--- src/rtl/edo_pkg.sv ---
package edo_pkg;

  typedef enum logic [2:0] {
    ST_IDLE,
    ST_CLOSE,
    ST_OPEN,
    ST_COL,
    ST_CASL,
    ST_HOLD
  } edo_state_t;

  // True when a span counter that restarts at 0 one cycle after an event
  // shows that at least 'span' cycles will have elapsed at the coming edge.
  function automatic logic reached(input int unsigned age, input int unsigned span);
    return (age + 32'd1) >= span;
  endfunction

endpackage

--- src/rtl/edo_span_counter.sv ---
module edo_span_counter #(
  parameter int W          = 8,
  parameter int LIMIT      = 200,
  parameter bit START_FULL = 1'b1
) (
  input  logic         clk,
  input  logic         rst_n,
  input  logic         clr,
  output logic [W-1:0] age
);
  localparam logic [W-1:0] LIM = W'(LIMIT);

  always_ff @(posedge clk or negedge rst_n) begin
    if (!rst_n)         age <= START_FULL ? LIM : '0;
    else if (clr)       age <= '0;
    else if (age < LIM) age <= age + 1'b1;
  end
endmodule

--- src/rtl/edo_page_tracker.sv ---
module edo_page_tracker #(
  parameter int ROW_W     = 11,
  parameter int AGE_W     = 8,
  parameter int EXPIRE_AT = 100
) (
  input  logic             clk,
  input  logic             rst_n,
  input  logic             open_evt,
  input  logic             close_evt,
  input  logic [ROW_W-1:0] open_row_in,
  input  logic [ROW_W-1:0] req_row,
  input  logic [AGE_W-1:0] ras_age,
  output logic             page_open,
  output logic             hit,
  output logic             expire
);
  logic [ROW_W-1:0] open_row;

  always_ff @(posedge clk or negedge rst_n) begin
    if (!rst_n) begin
      page_open <= 1'b0;
      open_row  <= '0;
    end else if (open_evt) begin
      page_open <= 1'b1;
      open_row  <= open_row_in;
    end else if (close_evt) begin
      page_open <= 1'b0;
    end
  end

  assign expire = page_open && (32'(ras_age) >= EXPIRE_AT);
  assign hit    = page_open && (req_row == open_row) && !expire;

  AST_OPEN_CLOSE_EXCL: assert property (@(posedge clk) disable iff (!rst_n)
    !(open_evt && close_evt));
  AST_CLOSE_NEEDS_PAGE: assert property (@(posedge clk) disable iff (!rst_n)
    close_evt |-> page_open);
endmodule

--- src/rtl/edo_read_return.sv ---
module edo_read_return #(
  parameter int DATA_W = 36
) (
  input  logic              clk,
  input  logic              rst_n,
  input  logic              capture,
  input  logic [DATA_W-1:0] dq_in,
  output logic [DATA_W-1:0] rdata,
  output logic              rvalid
);
  always_ff @(posedge clk or negedge rst_n) begin
    if (!rst_n) begin
      rvalid <= 1'b0;
      rdata  <= '0;
    end else begin
      rvalid <= capture;
      if (capture) rdata <= dq_in;
    end
  end

  AST_RVALID_PULSE: assert property (@(posedge clk) disable iff (!rst_n)
    rvalid |=> !rvalid);
endmodule

--- src/rtl/edo_dram_ctrl.sv ---
module edo_dram_ctrl
  import edo_pkg::*;
#(
  parameter int ROW_W      = 11,
  parameter int COL_W      = 11,
  parameter int DATA_W     = 36,
  parameter int LANES      = 4,
  parameter int T_RCD      = 2,
  parameter int T_RAC      = 6,
  parameter int T_CAC      = 2,
  parameter int T_CAS      = 2,
  parameter int T_CP       = 1,
  parameter int T_HPC      = 3,
  parameter int T_RP       = 4,
  parameter int T_RAS_MIN  = 6,
  parameter int T_RASP_MAX = 9000
) (
  input  logic                              clk,
  input  logic                              rst_n,
  input  logic                              req,
  input  logic                              req_we,
  input  logic [ROW_W+COL_W-1:0]            req_addr,
  input  logic [DATA_W-1:0]                 req_wdata,
  input  logic [LANES-1:0]                  req_be,
  input  logic                              refresh_req,
  output logic                              busy,
  output logic [DATA_W-1:0]                 rd_data,
  output logic                              rd_valid,
  output logic [((ROW_W > COL_W) ? ROW_W : COL_W)-1:0] dram_a,
  output logic                              dram_ras_n,
  output logic [LANES-1:0]                  dram_cas_n,
  output logic                              dram_we_n,
  output logic [DATA_W-1:0]                 dram_dq_out,
  output logic                              dram_dq_oe,
  input  logic [DATA_W-1:0]                 dram_dq_in
);
  localparam int ADDR_W    = ROW_W + COL_W;
  localparam int MUX_W     = (ROW_W > COL_W) ? ROW_W : COL_W;
  localparam int LIMIT     = T_RASP_MAX + 1;
  localparam int AGE_W     = $clog2(LIMIT + 1);
  localparam int GUARD     = T_RAC + T_CAS + T_HPC + T_CP + 4;
  localparam int EXPIRE_AT = T_RASP_MAX - GUARD;

  function automatic logic [ROW_W-1:0] row_of(input logic [ADDR_W-1:0] a);
    return a[ADDR_W-1:COL_W];
  endfunction

  function automatic logic [COL_W-1:0] col_of(input logic [ADDR_W-1:0] a);
    return a[COL_W-1:0];
  endfunction

  function automatic logic [LANES-1:0] lane_select(input logic w, input logic [LANES-1:0] b);
    return w ? b : {LANES{1'b1}};
  endfunction

  edo_state_t         st;
  logic               pend;
  logic               cur_we;
  logic [ROW_W-1:0]   cur_row;
  logic [COL_W-1:0]   cur_col;
  logic [LANES-1:0]   cur_be;
  logic [DATA_W-1:0]  cur_wdata;
  logic               ras_n_q;
  logic [LANES-1:0]   cas_n_q;
  logic               we_n_q;
  logic [MUX_W-1:0]   a_q;
  logic [DATA_W-1:0]  dq_out_q;
  logic               oe_q;

  logic [AGE_W-1:0]   ras_age, rp_age, cas_hi_age, cas_lo_age, cas_fall_age;
  logic               cas_all_hi;
  logic               page_open, hit, expire;

  // Named internal events used by the FSM and the assertions.
  logic               open_evt, close_evt, cas_issue, cas_done, rd_capture;

  assign cas_all_hi = &cas_n_q;

  edo_span_counter #(.W(AGE_W), .LIMIT(LIMIT), .START_FULL(1'b0)) u_ras_age (
    .clk(clk), .rst_n(rst_n), .clr(ras_n_q), .age(ras_age));
  edo_span_counter #(.W(AGE_W), .LIMIT(LIMIT), .START_FULL(1'b1)) u_rp_age (
    .clk(clk), .rst_n(rst_n), .clr(!ras_n_q), .age(rp_age));
  edo_span_counter #(.W(AGE_W), .LIMIT(LIMIT), .START_FULL(1'b1)) u_cas_hi_age (
    .clk(clk), .rst_n(rst_n), .clr(!cas_all_hi), .age(cas_hi_age));
  edo_span_counter #(.W(AGE_W), .LIMIT(LIMIT), .START_FULL(1'b0)) u_cas_lo_age (
    .clk(clk), .rst_n(rst_n), .clr(st != ST_CASL), .age(cas_lo_age));
  edo_span_counter #(.W(AGE_W), .LIMIT(LIMIT), .START_FULL(1'b1)) u_cas_fall_age (
    .clk(clk), .rst_n(rst_n), .clr(cas_issue), .age(cas_fall_age));

  edo_page_tracker #(.ROW_W(ROW_W), .AGE_W(AGE_W), .EXPIRE_AT(EXPIRE_AT)) u_page (
    .clk(clk), .rst_n(rst_n), .open_evt(open_evt), .close_evt(close_evt),
    .open_row_in(cur_row), .req_row(row_of(req_addr)), .ras_age(ras_age),
    .page_open(page_open), .hit(hit), .expire(expire));

  assign open_evt  = (st == ST_OPEN)  && reached(32'(rp_age), T_RP);
  assign close_evt = (st == ST_CLOSE) && reached(32'(ras_age), T_RAS_MIN);
  assign cas_issue = (st == ST_COL) && reached(32'(ras_age), T_RCD)
                   && reached(32'(cas_hi_age), T_CP) && reached(32'(cas_fall_age), T_HPC);
  assign cas_done  = (st == ST_CASL) && reached(32'(cas_lo_age), T_CAS)
                   && (cur_we || (reached(32'(cas_lo_age), T_CAC)
                                  && reached(32'(ras_age), T_RAC)));
  assign rd_capture = cas_done && !cur_we;

  always_ff @(posedge clk or negedge rst_n) begin
    if (!rst_n) begin
      st        <= ST_IDLE;
      pend      <= 1'b0;
      cur_we    <= 1'b0;
      cur_row   <= '0;
      cur_col   <= '0;
      cur_be    <= '0;
      cur_wdata <= '0;
      ras_n_q   <= 1'b1;
      cas_n_q   <= '1;
      we_n_q    <= 1'b1;
      a_q       <= '0;
      dq_out_q  <= '0;
      oe_q      <= 1'b0;
    end else begin
      case (st)
        ST_IDLE: begin
          if (refresh_req) begin
            pend <= 1'b0;
            st   <= page_open ? ST_CLOSE : ST_HOLD;
          end else if (req) begin
            cur_we    <= req_we;
            cur_row   <= row_of(req_addr);
            cur_col   <= col_of(req_addr);
            cur_be    <= req_be;
            cur_wdata <= req_wdata;
            if (hit) begin
              st <= ST_COL;
            end else if (page_open) begin
              pend <= 1'b1;
              st   <= ST_CLOSE;
            end else begin
              st <= ST_OPEN;
            end
          end else if (expire) begin
            pend <= 1'b0;
            st   <= ST_CLOSE;
          end
        end
        ST_CLOSE: begin
          if (close_evt) begin
            ras_n_q <= 1'b1;
            st      <= pend ? ST_OPEN : ST_IDLE;
          end
        end
        ST_OPEN: begin
          if (open_evt) begin
            ras_n_q <= 1'b0;
            a_q     <= MUX_W'(cur_row);
            st      <= ST_COL;
          end
        end
        ST_COL: begin
          if (cas_issue) begin
            cas_n_q  <= ~lane_select(cur_we, cur_be);
            we_n_q   <= ~cur_we;
            oe_q     <= cur_we;
            dq_out_q <= cur_wdata;
            a_q      <= MUX_W'(cur_col);
            st       <= ST_CASL;
          end
        end
        ST_CASL: begin
          if (cas_done) begin
            cas_n_q <= '1;
            we_n_q  <= 1'b1;
            oe_q    <= 1'b0;
            pend    <= 1'b0;
            st      <= ST_IDLE;
          end
        end
        ST_HOLD: begin
          if (!refresh_req) st <= ST_IDLE;
        end
        default: st <= ST_IDLE;
      endcase
    end
  end

  edo_read_return #(.DATA_W(DATA_W)) u_rd (
    .clk(clk), .rst_n(rst_n), .capture(rd_capture), .dq_in(dram_dq_in),
    .rdata(rd_data), .rvalid(rd_valid));

  assign busy        = (st != ST_IDLE) || refresh_req;
  assign dram_a      = a_q;
  assign dram_ras_n  = ras_n_q;
  assign dram_cas_n  = cas_n_q;
  assign dram_we_n   = we_n_q;
  assign dram_dq_out = dq_out_q;
  assign dram_dq_oe  = oe_q;

  AST_RCD_MET: assert property (@(posedge clk) disable iff (!rst_n)
    (!cas_all_hi && $past(cas_all_hi)) |-> (!ras_n_q && 32'(ras_age) >= T_RCD));
  AST_RP_MET: assert property (@(posedge clk) disable iff (!rst_n)
    $fell(ras_n_q) |-> (32'(rp_age) >= T_RP));
  AST_RAS_MIN_MET: assert property (@(posedge clk) disable iff (!rst_n)
    $rose(ras_n_q) |-> (32'(ras_age) >= T_RAS_MIN));
  AST_PAGE_LIMIT: assert property (@(posedge clk) disable iff (!rst_n)
    !ras_n_q |-> (32'(ras_age) < T_RASP_MAX));
  AST_HIT_KEEPS_ROW: assert property (@(posedge clk) disable iff (!rst_n)
    (st == ST_IDLE && req && !refresh_req && hit) |=> !ras_n_q);
  AST_WRITE_LANES: assert property (@(posedge clk) disable iff (!rst_n)
    (st == ST_CASL && cur_we) |-> ((~cas_n_q & ~cur_be) == '0));
  AST_WE_DRIVES_DATA: assert property (@(posedge clk) disable iff (!rst_n)
    !we_n_q |-> oe_q);
  AST_REFRESH_QUIET: assert property (@(posedge clk) disable iff (!rst_n)
    (st == ST_HOLD) |-> (ras_n_q && cas_all_hi && busy));
  AST_CAS_UNDER_RAS: assert property (@(posedge clk) disable iff (!rst_n)
    !cas_all_hi |-> !ras_n_q);
endmodule

--- config.mk ---
export PLATFORM = sky130hd
export DESIGN_NAME = edo_dram_ctrl
export DESIGN_NICKNAME = d
export VERILOG_FILES = /design/src/rtl/edo_pkg.sv /design/src/rtl/edo_span_counter.sv /design/src/rtl/edo_page_tracker.sv /design/src/rtl/edo_read_return.sv /design/src/rtl/edo_dram_ctrl.sv
export SDC_FILE = /design/constraint.sdc
export NUM_CORES = 1
export LEC_CHECK = 0
export ABC_AREA = 1
export CORE_UTILIZATION = 33
export DETAILED_ROUTE_END_ITERATION = 6
export PLACE_DENSITY_LB_ADDON = 0.08
export SLEW_MARGIN = 25
export SYNTH_ARGS = -nofsm -noshare
export SYNTH_HDL_FRONTEND = slang
export SYNTH_HIERARCHICAL = 1
export SYNTH_SLANG_ARGS = --single-unit
--- constraint.sdc ---
create_clock -name clk -period 7.4 [get_ports clk]
set_input_delay 0.74 -clock clk [delete_from_list [all_inputs] [get_ports clk]]
set_output_delay 0.74 -clock clk [all_outputs]
set_load 0.05 [all_outputs]
==> flow_metrics.tcl, run 1 <==
set metrics [dict create \
    r2r_end "u_cas_fall_age/age[7]$_DFFE_PN0P_" \
    clock-sinks 240 \
    final-hold-violation-count 0 \
    crit_start "st[1]$_DFFE_PN0P_" \
    crit_chain "inv_1, nor2_1, inv_1, nor2_2, inv_1, nor2_2, nand3_4, inv_2, inv_1, nand2_1, nand2_1, nand2_1" \
    dp_slack_ps 3160 \
    r2r-start "st[1]$_DFFE_PN0P_" \
    min_path_type "in2async" \
    power.internal_mw 3.45 \
    finalMaxSlewViolations 0 \
    initial_core_util 0.334 \
    status "finished clean" \
    cts_resized 0 \
    placed_area_mm2 0.0163 \
    dieWidth_um 208 \
    vias_per_cell 4.65 \
    n_antenna_cell 0 \
    path_class "reg2reg" \
    wl_um 38300 \
    tightest_slew_ps 931 \
    synth-seq-cells 240 \
    crit_slowest_cell "inv_2" \
    htree_levels 1 \
    grt_pass1_vias 12100 \
    ys.flop_type "dfrtp_1" \
    r2r_cells 12 \
    cp.arrival_ps 4610 \
    cts_tree "done" \
    rows 75 \
    combinationalPowerShare 0.381 \
    worstPathMaxFanout 42 \
    critPathBufInv 5 \
    area_growth_pct 24.1 \
    slew_headroom 0.379 \
    dieArea_mm2 0.0432 \
    wl_per_cell_um 14.2 \
    drive_gt1_frac 0.0912 \
    clkTransAtPathRegs_ps 60 \
    grt_setup_unrepaired "false" \
    synthCells 1955 \
    syn-num-nets 2076 \
    drt_iter0_markers 649 \
    worstSkewPairLatency_ps 590 \
    yosysWarningCount 6 \
    grt_pass1_wl_um 63700 \
    final_cell_area_mm2 0.0174 \
    synth_area_leaders "dfrtp_1, nand2_1, inv_1" \
    cp-end-kind "register" \
    yosysUniqueCellTypes 45 \
    worstSetupPathDepth 12 \
    antenna_found_initial 5 \
    ctsLongestPathBuffers 3 \
    coreArea_mm2 0.0419 \
    fin_util 0.415 \
    grt.overflow.total 0 \
    drc 0 \
    ctsHoldBuffers 0 \
    cts_made_buffers 30 \
    synth_common_cells "nand2_1, dfrtp_1, inv_1" \
    powerDensity_mw_per_mm2 340 \
    timing.setup.tns_ps 0 \
    fmax_ghz 0.244 \
    finalCriticalPeriod_ps 4100 \
    worst_ir_drop_vdd_mv 0.197 \
    min_period_over_period 0.554 \
    switching_share 0.416 \
    setup_slack_ps 3300 \
    postCtsSetupBuffers 0 \
    p_seq_frac 0.354 \
    cp_data_required_time_ps 7910 \
    synth_area_leader_cell "dfrtp_1" \
    critical-path-top-delay-family "simple AND/OR/NAND/NOR gates" \
    grt_max_degree 138 \
    synth_edf_count 0 \
    max_stage_delay_ps 730 \
    postRouteAntennaNets 0 \
    fp.dieH_um 208 \
    clock_skew_ps 26.3 \
    setup_viol 0 \
    yosysMostFrequentCell "nand2_1" \
    yosysSeqAreaShare 0.432 \
    hold-worst-slack_ps 218 \
    power.leakage_nw 8.41 \
    start_kind "register" \
    synth_area_mm2 0.0140 \
    async_reset_ff_frac 1.00 \
    grt_use_total 0.179 \
    fin_nets 2258 \
    yosysTopAreaCellShare 0.386 \
    avgSynthCellArea_um2 7.15 \
    firstDrtPassIters 5 \
    port_buffers 194 \
    dp_hpwl_um 26900 \
    gp_congestion 0.815 \
    root_buffer "clkbuf_16" \
    maxCapViolCount 0 \
    vias 12600 \
    cpMostUsedCell "inv_1" \
    r2r_slack_ps 3300 \
    power.share.clock 0.266 \
    switchingPower_mw 2.46 \
    ios 195 \
]
==> state kept, by name (all words and copies together) (netlist names), 3 cells and up <==
register            cells
cur_row                11
cur_be                  4
u_cas_fall_age/age     14
st                      3
dram_dq_out            36
u_rd/rdata             36
cur_wdata              36
u_rp_age/age           14
dram_a                 11
u_cas_lo_age/age       14
cur_col                11
u_page/open_row        11
dram_cas_n              4
u_cas_hi_age/age       14
u_ras_age/age          14
==> final cells by class <==
cell class | count | area, um^2
fill | 4350 | 24500
multi-input combinational | 1460 | 6780
sequential | 240 | 6040
timing repair buffer | 199 | 2000
clock buffer | 41 | 872
inverter | 206 | 791
tap | 539 | 674
clock inverter | 15 | 210
==> cells in the final DEF, fill, tap and decap left out, types with 18 or more instances in the layout <==
master | netlist | final
nand2_2 | 22 | 23
dfrtp_1 | 216 | 216
clkbuf_16 | 0 | 30
nor2_2 | 18 | 18
clkdlybuf4s50_1 | 0 | 193
nand2_1 | 846 | 845
o21ai_0 | 44 | 44
nand3_1 | 119 | 119
dfstp_2 | 24 | 24
nor2_1 | 181 | 181
inv_1 | 195 | 195
nand3_2 | 28 | 28
a21oi_1 | 28 | 28
ha_1 | 18 | 18
nand4_1 | 56 | 56
==> worst max path at each step <==
| stage | slack, ps | end |
|---|---|---|
| 2_1_floorplan | 4810 | u_cas_fall_age/age[7]$_DFFE_PN0P_ |
| 3_3_place_gp | 3210 | u_cas_fall_age/age[9]$_DFFE_PN1P_ |
| 3_5_place_dp | 3160 | u_cas_fall_age/age[7]$_DFFE_PN0P_ |
| 4_1_cts | 3090 | u_cas_fall_age/age[7]$_DFFE_PN0P_ |
| 5_1_grt | 2770 | u_cas_fall_age/age[4]$_DFFE_PN0P_ |
| 6_report | 3300 | u_cas_fall_age/age[7]$_DFFE_PN0P_ |
==> power by group through the flow <==
| stage | logic, mW | registers [mW] | clock network, mW |
|---|---|---|---|
| after detailed placement | 2.27 | 2.11 | 0 |
| after CTS | 2.28 | 2.09 | 1.62 |
| after global routing | 2.47 | 2.15 | 1.67 |
| final | 2.25 | 2.09 | 1.57 |
| after global placement | 2.26 | 2.10 | 0 |
| after floorplan | 0.957 | 2.64 | 0 |
==> stage by stage <==
stage               std cells  power, mW
finish                   2700       5.91
global placement         2644       4.36
global route             2700       6.29
floorplan                1955       3.60
detailed placement       2644       4.38
CTS                      2700       6.00
==> metal layers <==
layer,share of wire,global-route usage,vias up
met5,0.0017,0,-
met4,0.024,0.0450,10
met3,0.043,0.0362,61
met2,0.46,0.298,186
met1,0.47,0.236,5831
li1,-,-,6469
==> cell families (layout without fill, tap and decap cells) <==
group / count (synthesis) / count (layout) / share of synthesized area
DFF: 240 / 240 / 0.432
buffers and inverters: 255 / 461 / 0.0838
AOI/OAI and AO/OA: 96 / 96 / 0.0395
xor gates and xnor gates: 17 / 17 / 0.0106
adders and majority gates: 18 / 18 / 0.0161
muxes: 11 / 11 / 0.00787
and+or+nand+nor: 1318 / 1318 / 0.410
==> worst register-to-register path, stage by stage (launching register included) <==
cell     delay, ps
dfrtp_1        400
inv_1           50
nor2_1         110
inv_1           80
nor2_2         700
inv_1          220
nor2_2         230
nand3_4        460
inv_2          760
inv_1          560
nand2_1        310
nand2_1         80
nand2_1         60
Power figures use the tool's default switching activity.
==> run 2, diff against run 1 <==
- clock period: 7.4 -> 3.8 ns (I/O delays scaled with it)
==> run 2 against run 1 <==
Clock power is 88% higher. Power grew 93%. Utilization grew 0.075 points. Cell count grew 0.44%. Global-route usage grew 0.34 points. Clock-buffer cell count grew 7. Non-clock buffer count increased by 11. Design area up 0.18%. Register-to-register slack got worse by 2500 ps. Routed wire length is 0.89% higher.
==> flow_metrics.tcl, run 2 (synthesized netlist as in run 1, its figures left out) <==
set metrics [dict create \
    status "finished clean" \
    cp-end-kind "register" \
    slew_headroom 0.467 \
    tightest_slew_ps 800 \
    grt_pass1_wl_um 64900 \
    min_path_type "in2reg" \
    ios 195 \
    vias 12500 \
    rows 75 \
    worstSkewPairLatency_ps 590 \
    r2r-start "u_cas_hi_age/age[0]$_DFFE_PN1P_" \
    hold-worst-slack_ps 318 \
    dieWidth_um 208 \
    critPathCapture "u_cas_fall_age/age[4]$_DFFE_PN0P_" \
    setup_slack_ps 788 \
    grt_pass1_vias 12300 \
    worst_ir_drop_vdd_mv 0.442 \
    antenna_found_initial 3 \
    dp_hpwl_um 27100 \
    grt_max_degree 102 \
    firstDrtPassIters 4 \
    worstPathMaxFanout 21 \
    drive_gt1_frac 0.0912 \
    r2r_cells 15 \
    final-hold-violation-count 0 \
    finalCriticalPeriod_ps 3010 \
    r2r_slack_ps 790 \
    power_mw 11.4 \
    fmax_ghz 0.332 \
    setup_viol 0 \
    postCtsSetupBuffers 0 \
    drt_iter0_markers 707 \
    layout_commonest_cell "nand2_1" \
    final_cell_area_mm2 0.0174 \
    fp.dieH_um 208 \
    cts_made_buffers 30 \
    postRouteAntennaNets 0 \
    area_growth_pct 24.4 \
    htree_levels 1 \
    dieArea_mm2 0.0432 \
    finalMaxSlewViolations 0 \
    clock-sinks 240 \
    timing.setup.tns_ps 0 \
    grt_setup_unrepaired "false" \
    powerDensity_mw_per_mm2 656 \
    clkTransAtPathRegs_ps 60 \
    vias_per_cell 4.60 \
    path_class "reg2reg" \
    coreArea_mm2 0.0419 \
    wl_per_cell_um 14.3 \
    drc 0 \
    gp_congestion 0.831 \
    grt_use_total 0.182 \
    cp_data_required_time_ps 4260 \
    grt.overflow.total 0 \
    cp.arrival_ps 3470 \
    root_buffer "clkbuf_16" \
    ctsLongestPathBuffers 3 \
    power.leakage_nw 8.42 \
    layout_common_cells "nand2_1, dfrtp_1, inv_1" \
    dp_slack_ps 811 \
    crit_start "u_cas_hi_age/age[0]$_DFFE_PN1P_" \
    placed_area_mm2 0.0164 \
    cts_tree "done" \
    wl_um 38700 \
    initial_core_util 0.334 \
    min_period_over_period 0.793 \
    start_kind "register" \
    port_buffers 194 \
    clock_skew_ps 27.5 \
    fin_nets 2269 \
    r2r_end "u_cas_fall_age/age[4]$_DFFE_PN0P_" \
    maxCapViolCount 0 \
]
## run 2: cell types whose count changed in the layout (fill, tap and decap cells not counted), sizes merged
cell | previous run | this run
dlygate4sd3 | 0 | 1
bufinv | 4 | 3
clkinvlp | 1 | 0
diode | 0 | 2
buf | 6 | 16
clkinv | 10 | 4
clkbuf | 41 | 48
## run 2: area by class of cell
| type | instances | area (um^2) |
|---|---|---|
| Multi-Input combinational cell | 1460 | 6780 |
| Antenna cell | 2 | 5.00 |
| Clock inverter | 7 | 135 |
| Inverter | 206 | 791 |
| Clock buffer | 48 | 888 |
| Tap cell | 539 | 674 |
| Timing Repair Buffer | 210 | 2080 |
| Sequential cell | 240 | 6040 |
| Fill cell | 4323 | 24500 |
## run 2: timing repair
action / CTS / global route
hold endpoints to repair: 87 / 0
hold buffers: 1 / 0
resized for setup: 0 / 0
## run 2: worst max-delay path, stage by stage (launching register included)
cell and delay [ps]:
dfstp_2 610, inv_1 80, ha_1 280, or2_2 290, nor2_1 100, nand2_1 60
nor2_1 80, nand2_1 50, nor2_1 80, nand3_1 130, nand3_4 140, inv_2 40
inv_1 530, nand2_1 260, nand2_1 110, nand2_1 50
## run 2: per-layer routing
layer / GRT usage / vias to the layer above / routed length (um)
met5: 0 / - / 8
met4: 0.0401 / 2 / 754
met3: 0.0383 / 43 / 1860
met2: 0.304 / 187 / 17800
met1: 0.242 / 5742 / 18200
li1: - / 6497 / -
## run 2: through the flow
stage,instances,utilization
global placement,2654,0.391
finish,2712,0.416
global route,2711,0.415
floorplan,1955,-
CTS,2710,0.415
detailed placement,2654,0.391
## run 2: worst min-delay path by stage
| stage | startpoint | to | slack [ps] | depth (start not counted) |
|---|---|---|---|---|
| 2_1_floorplan | rst_n | cur_be[0]$_DFFE_PN0P_ | 80 | 0 |
| 3_3_place_gp | cur_wdata[22]$_DFFE_PN0P_ | dram_dq_out[22]$_DFFE_PN0P_ | 450 | 2 |
| 3_5_place_dp | cur_wdata[27]$_DFFE_PN0P_ | dram_dq_out[27]$_DFFE_PN0P_ | 450 | 2 |
| 4_1_cts | req_addr[6] | cur_col[6]$_DFFE_PN0P_ | 290 | 3 |
| 5_1_grt | req_addr[6] | cur_col[6]$_DFFE_PN0P_ | 320 | 3 |
| 6_report | req_addr[6] | cur_col[6]$_DFFE_PN0P_ | 320 | 3 |
## run 2: report_power, final
| part | switching [mW] | leakage [nW] | internal [mW] |
|---|---|---|---|
| clock | 1.15 | 0.499 | 1.80 |
| sequential | 0.647 | 2.96 | 3.39 |
| combinational | 2.96 | 4.97 | 1.47 |
| total | 4.76 | 8.42 | 6.66 |
==> run 3, diff against run 2 <==
- clock period: 3.8 -> 2.7 ns (I/O delays scaled with it)
==> run 3 against run 2 <==
Design area grew 2.9%. Cell count grew 1.8%. Sequential power grew 38%. Critical path depth shrank 1. Clock-buffer cell count shrank 3. First-iteration DRC count grew 13%. Combinational power grew 51%. Worst setup slack lost 530 ps. Via count grew 2.1%. Routed wire length grew 1.8%.
==> flow_metrics.tcl, run 3 (synthesized netlist as in run 1, its figures left out) <==
set metrics [dict create \
    status "finished clean" \
    power.share.clock 0.244 \
    port_buffers 194 \
    initial_core_util 0.334 \
    rows 75 \
    worst_ir_drop_vdd_mv 0.666 \
    coreArea_mm2 0.0419 \
    layout_commonest_cell "nand2_1" \
    power.internal_mw 9.43 \
    tightest_slew_ps 715 \
    switching_share 0.417 \
    gp_congestion 0.875 \
    cp.arrival_ps 2900 \
    finalMaxSlewViolations 0 \
    power.leakage_nw 8.70 \
    grt_max_degree 68 \
    grt.overflow.total 0 \
    placed_area_mm2 0.0168 \
    final-hold-violation-count 0 \
    vias 12700 \
    wl_um 39400 \
    drc 0 \
    setup_slack_ps 255 \
    fp.dieH_um 208 \
    slew_headroom 0.523 \
    firstDrtPassIters 5 \
    vias_per_cell 4.61 \
    path_class "reg2reg" \
    final_cell_area_mm2 0.0179 \
    cp-end-kind "register" \
    grt_pass1_wl_um 64900 \
    combinationalPowerShare 0.412 \
    root_buffer "clkbuf_16" \
    finalCriticalPeriod_ps 2450 \
    ctsLongestPathBuffers 3 \
    cts_made_buffers 29 \
    clock_skew_ps 14.3 \
    wl_per_cell_um 14.3 \
    min_period_over_period 0.906 \
    grt_use_total 0.183 \
    timing.setup.tns_ps 0 \
    worstSkewPairLatency_ps 580 \
    layout_common_cells "nand2_1, dfrtp_1, inv_1, clkdlybuf4s50_1, nor2_1" \
    grt_pass1_vias 12300 \
    clkTransAtPathRegs_ps 60 \
    clock-sinks 240 \
    dieArea_mm2 0.0432 \
    cp_data_required_time_ps 3160 \
    start_kind "register" \
    dieWidth_um 208 \
    postRouteAntennaNets 0 \
    drive_gt1_frac 0.117 \
    min_path_type "in2async" \
    maxCapViolCount 0 \
    antenna_found_initial 3 \
    dp_hpwl_um 28500 \
    dp_slack_ps 127 \
    powerDensity_mw_per_mm2 904 \
    ios 195 \
    switchingPower_mw 6.76 \
    area_growth_pct 28.0 \
    worstPathMaxFanout 20 \
    cts_tree "done" \
    fmax_ghz 0.409 \
    setup_viol 0 \
    fin_nets 2320 \
    drt_iter0_markers 798 \
    htree_levels 1 \
    p_seq_frac 0.344 \
]
run 3: changes by cell type in the layout (fill, tap and decap cells not counted), sizes merged:
cell | before | now
clkinvlp | 0 | 2
inv | 206 | 205
clkdlybuf4s50 | 193 | 192
dlymetal6s2s | 0 | 1
buf | 16 | 67
clkinv | 4 | 6
diode | 2 | 1
bufinv | 3 | 2
clkbuf | 48 | 45
run 3: layout make-up:
cell class                 count  area [um^2]
clock inverter                 8          105
clock buffer                  45          856
inverter                     206          808
timing repair buffer         261         2600
fill                        4322        23900
sequential                   240         6040
timing repair inverter         1         8.76
tap                          539          674
multi-input combinational   1460         6810
antenna                        1         2.50
run 3: power by group through the flow:
stage               logic [mW]  clock network [mW]  registers, mW
floorplan                 2.62                   0           7.23
global placement          6.63                   0           5.62
detailed placement        6.67                   0           5.62
CTS                       6.71                4.09           5.58
global route              7.30                4.21           5.73
finish                    6.67                3.95           5.57
run 3: metrics by stage:
stage / hold slack [ps] / total power, mW / std cells / util
finish: 179 / 16.2 / 2761 / 0.428
global route: 181 / 17.2 / 2761 / 0.428
CTS: 152 / 16.4 / 2758 / 0.426
detailed placement: 179 / 12.3 / 2704 / 0.402
global placement: 179 / 12.2 / 2704 / 0.402
floorplan: -25.6 / 9.86 / 1955 / -
run 3: repair_timing:
action                     in CTS  in global routing
hold endpoints to repair      155                  0
setup endpoints to repair       0                 86
buffers inserted                0                  1
hold buffers                    1                  0
resized for setup               0                 20
run 3: metal layers:
metal  wire, um  vias up  track usage
met2      18200      209        0.298
met1      18600     5857        0.250
met5         22        -            0
li1           -     6616            -
met3       1840       50       0.0339
met4        736        4       0.0419
run 3: path summary, 6_finish.rpt:
path / slack (ps) / startpoint / end / cells past startpoint
setup / recovery: 250 / u_ras_age/age[0]$_DFFE_PN0P_ / u_rd/rdata[9]$_DFFE_PN0P_ / 14
hold / removal: 180 / rst_n / u_rd/rdata[11]$_DFFE_PN0P_ / 2
setup reg to reg: 250 / u_ras_age/age[0]$_DFFE_PN0P_ / u_rd/rdata[9]$_DFFE_PN0P_ / 14
hold reg to reg: 460 / dram_we_n$_DFFE_PN1P_ / dram_we_n$_DFFE_PN1P_ / 2
max in group asynchronous: 1720 / rst_n / dram_dq_out[15]$_DFFE_PN0P_ / 3
min in group clk: 230 / req_addr[3] / cur_col[3]$_DFFE_PN0P_ / 3
run 3: critical path: stages (launching register included):
cell and delay [ps]:
dfrtp_2 410, ha_1 220, nand3_1 180, o21bai_1 210, nand2_1 70, nor2_1 100
nand2_1 70, nor2_1 240, nand2_1 130, nand4_1 150, clkinvlp_4 120, buf_12 160
buf_12 150, nand2_1 60, nand2_1 50
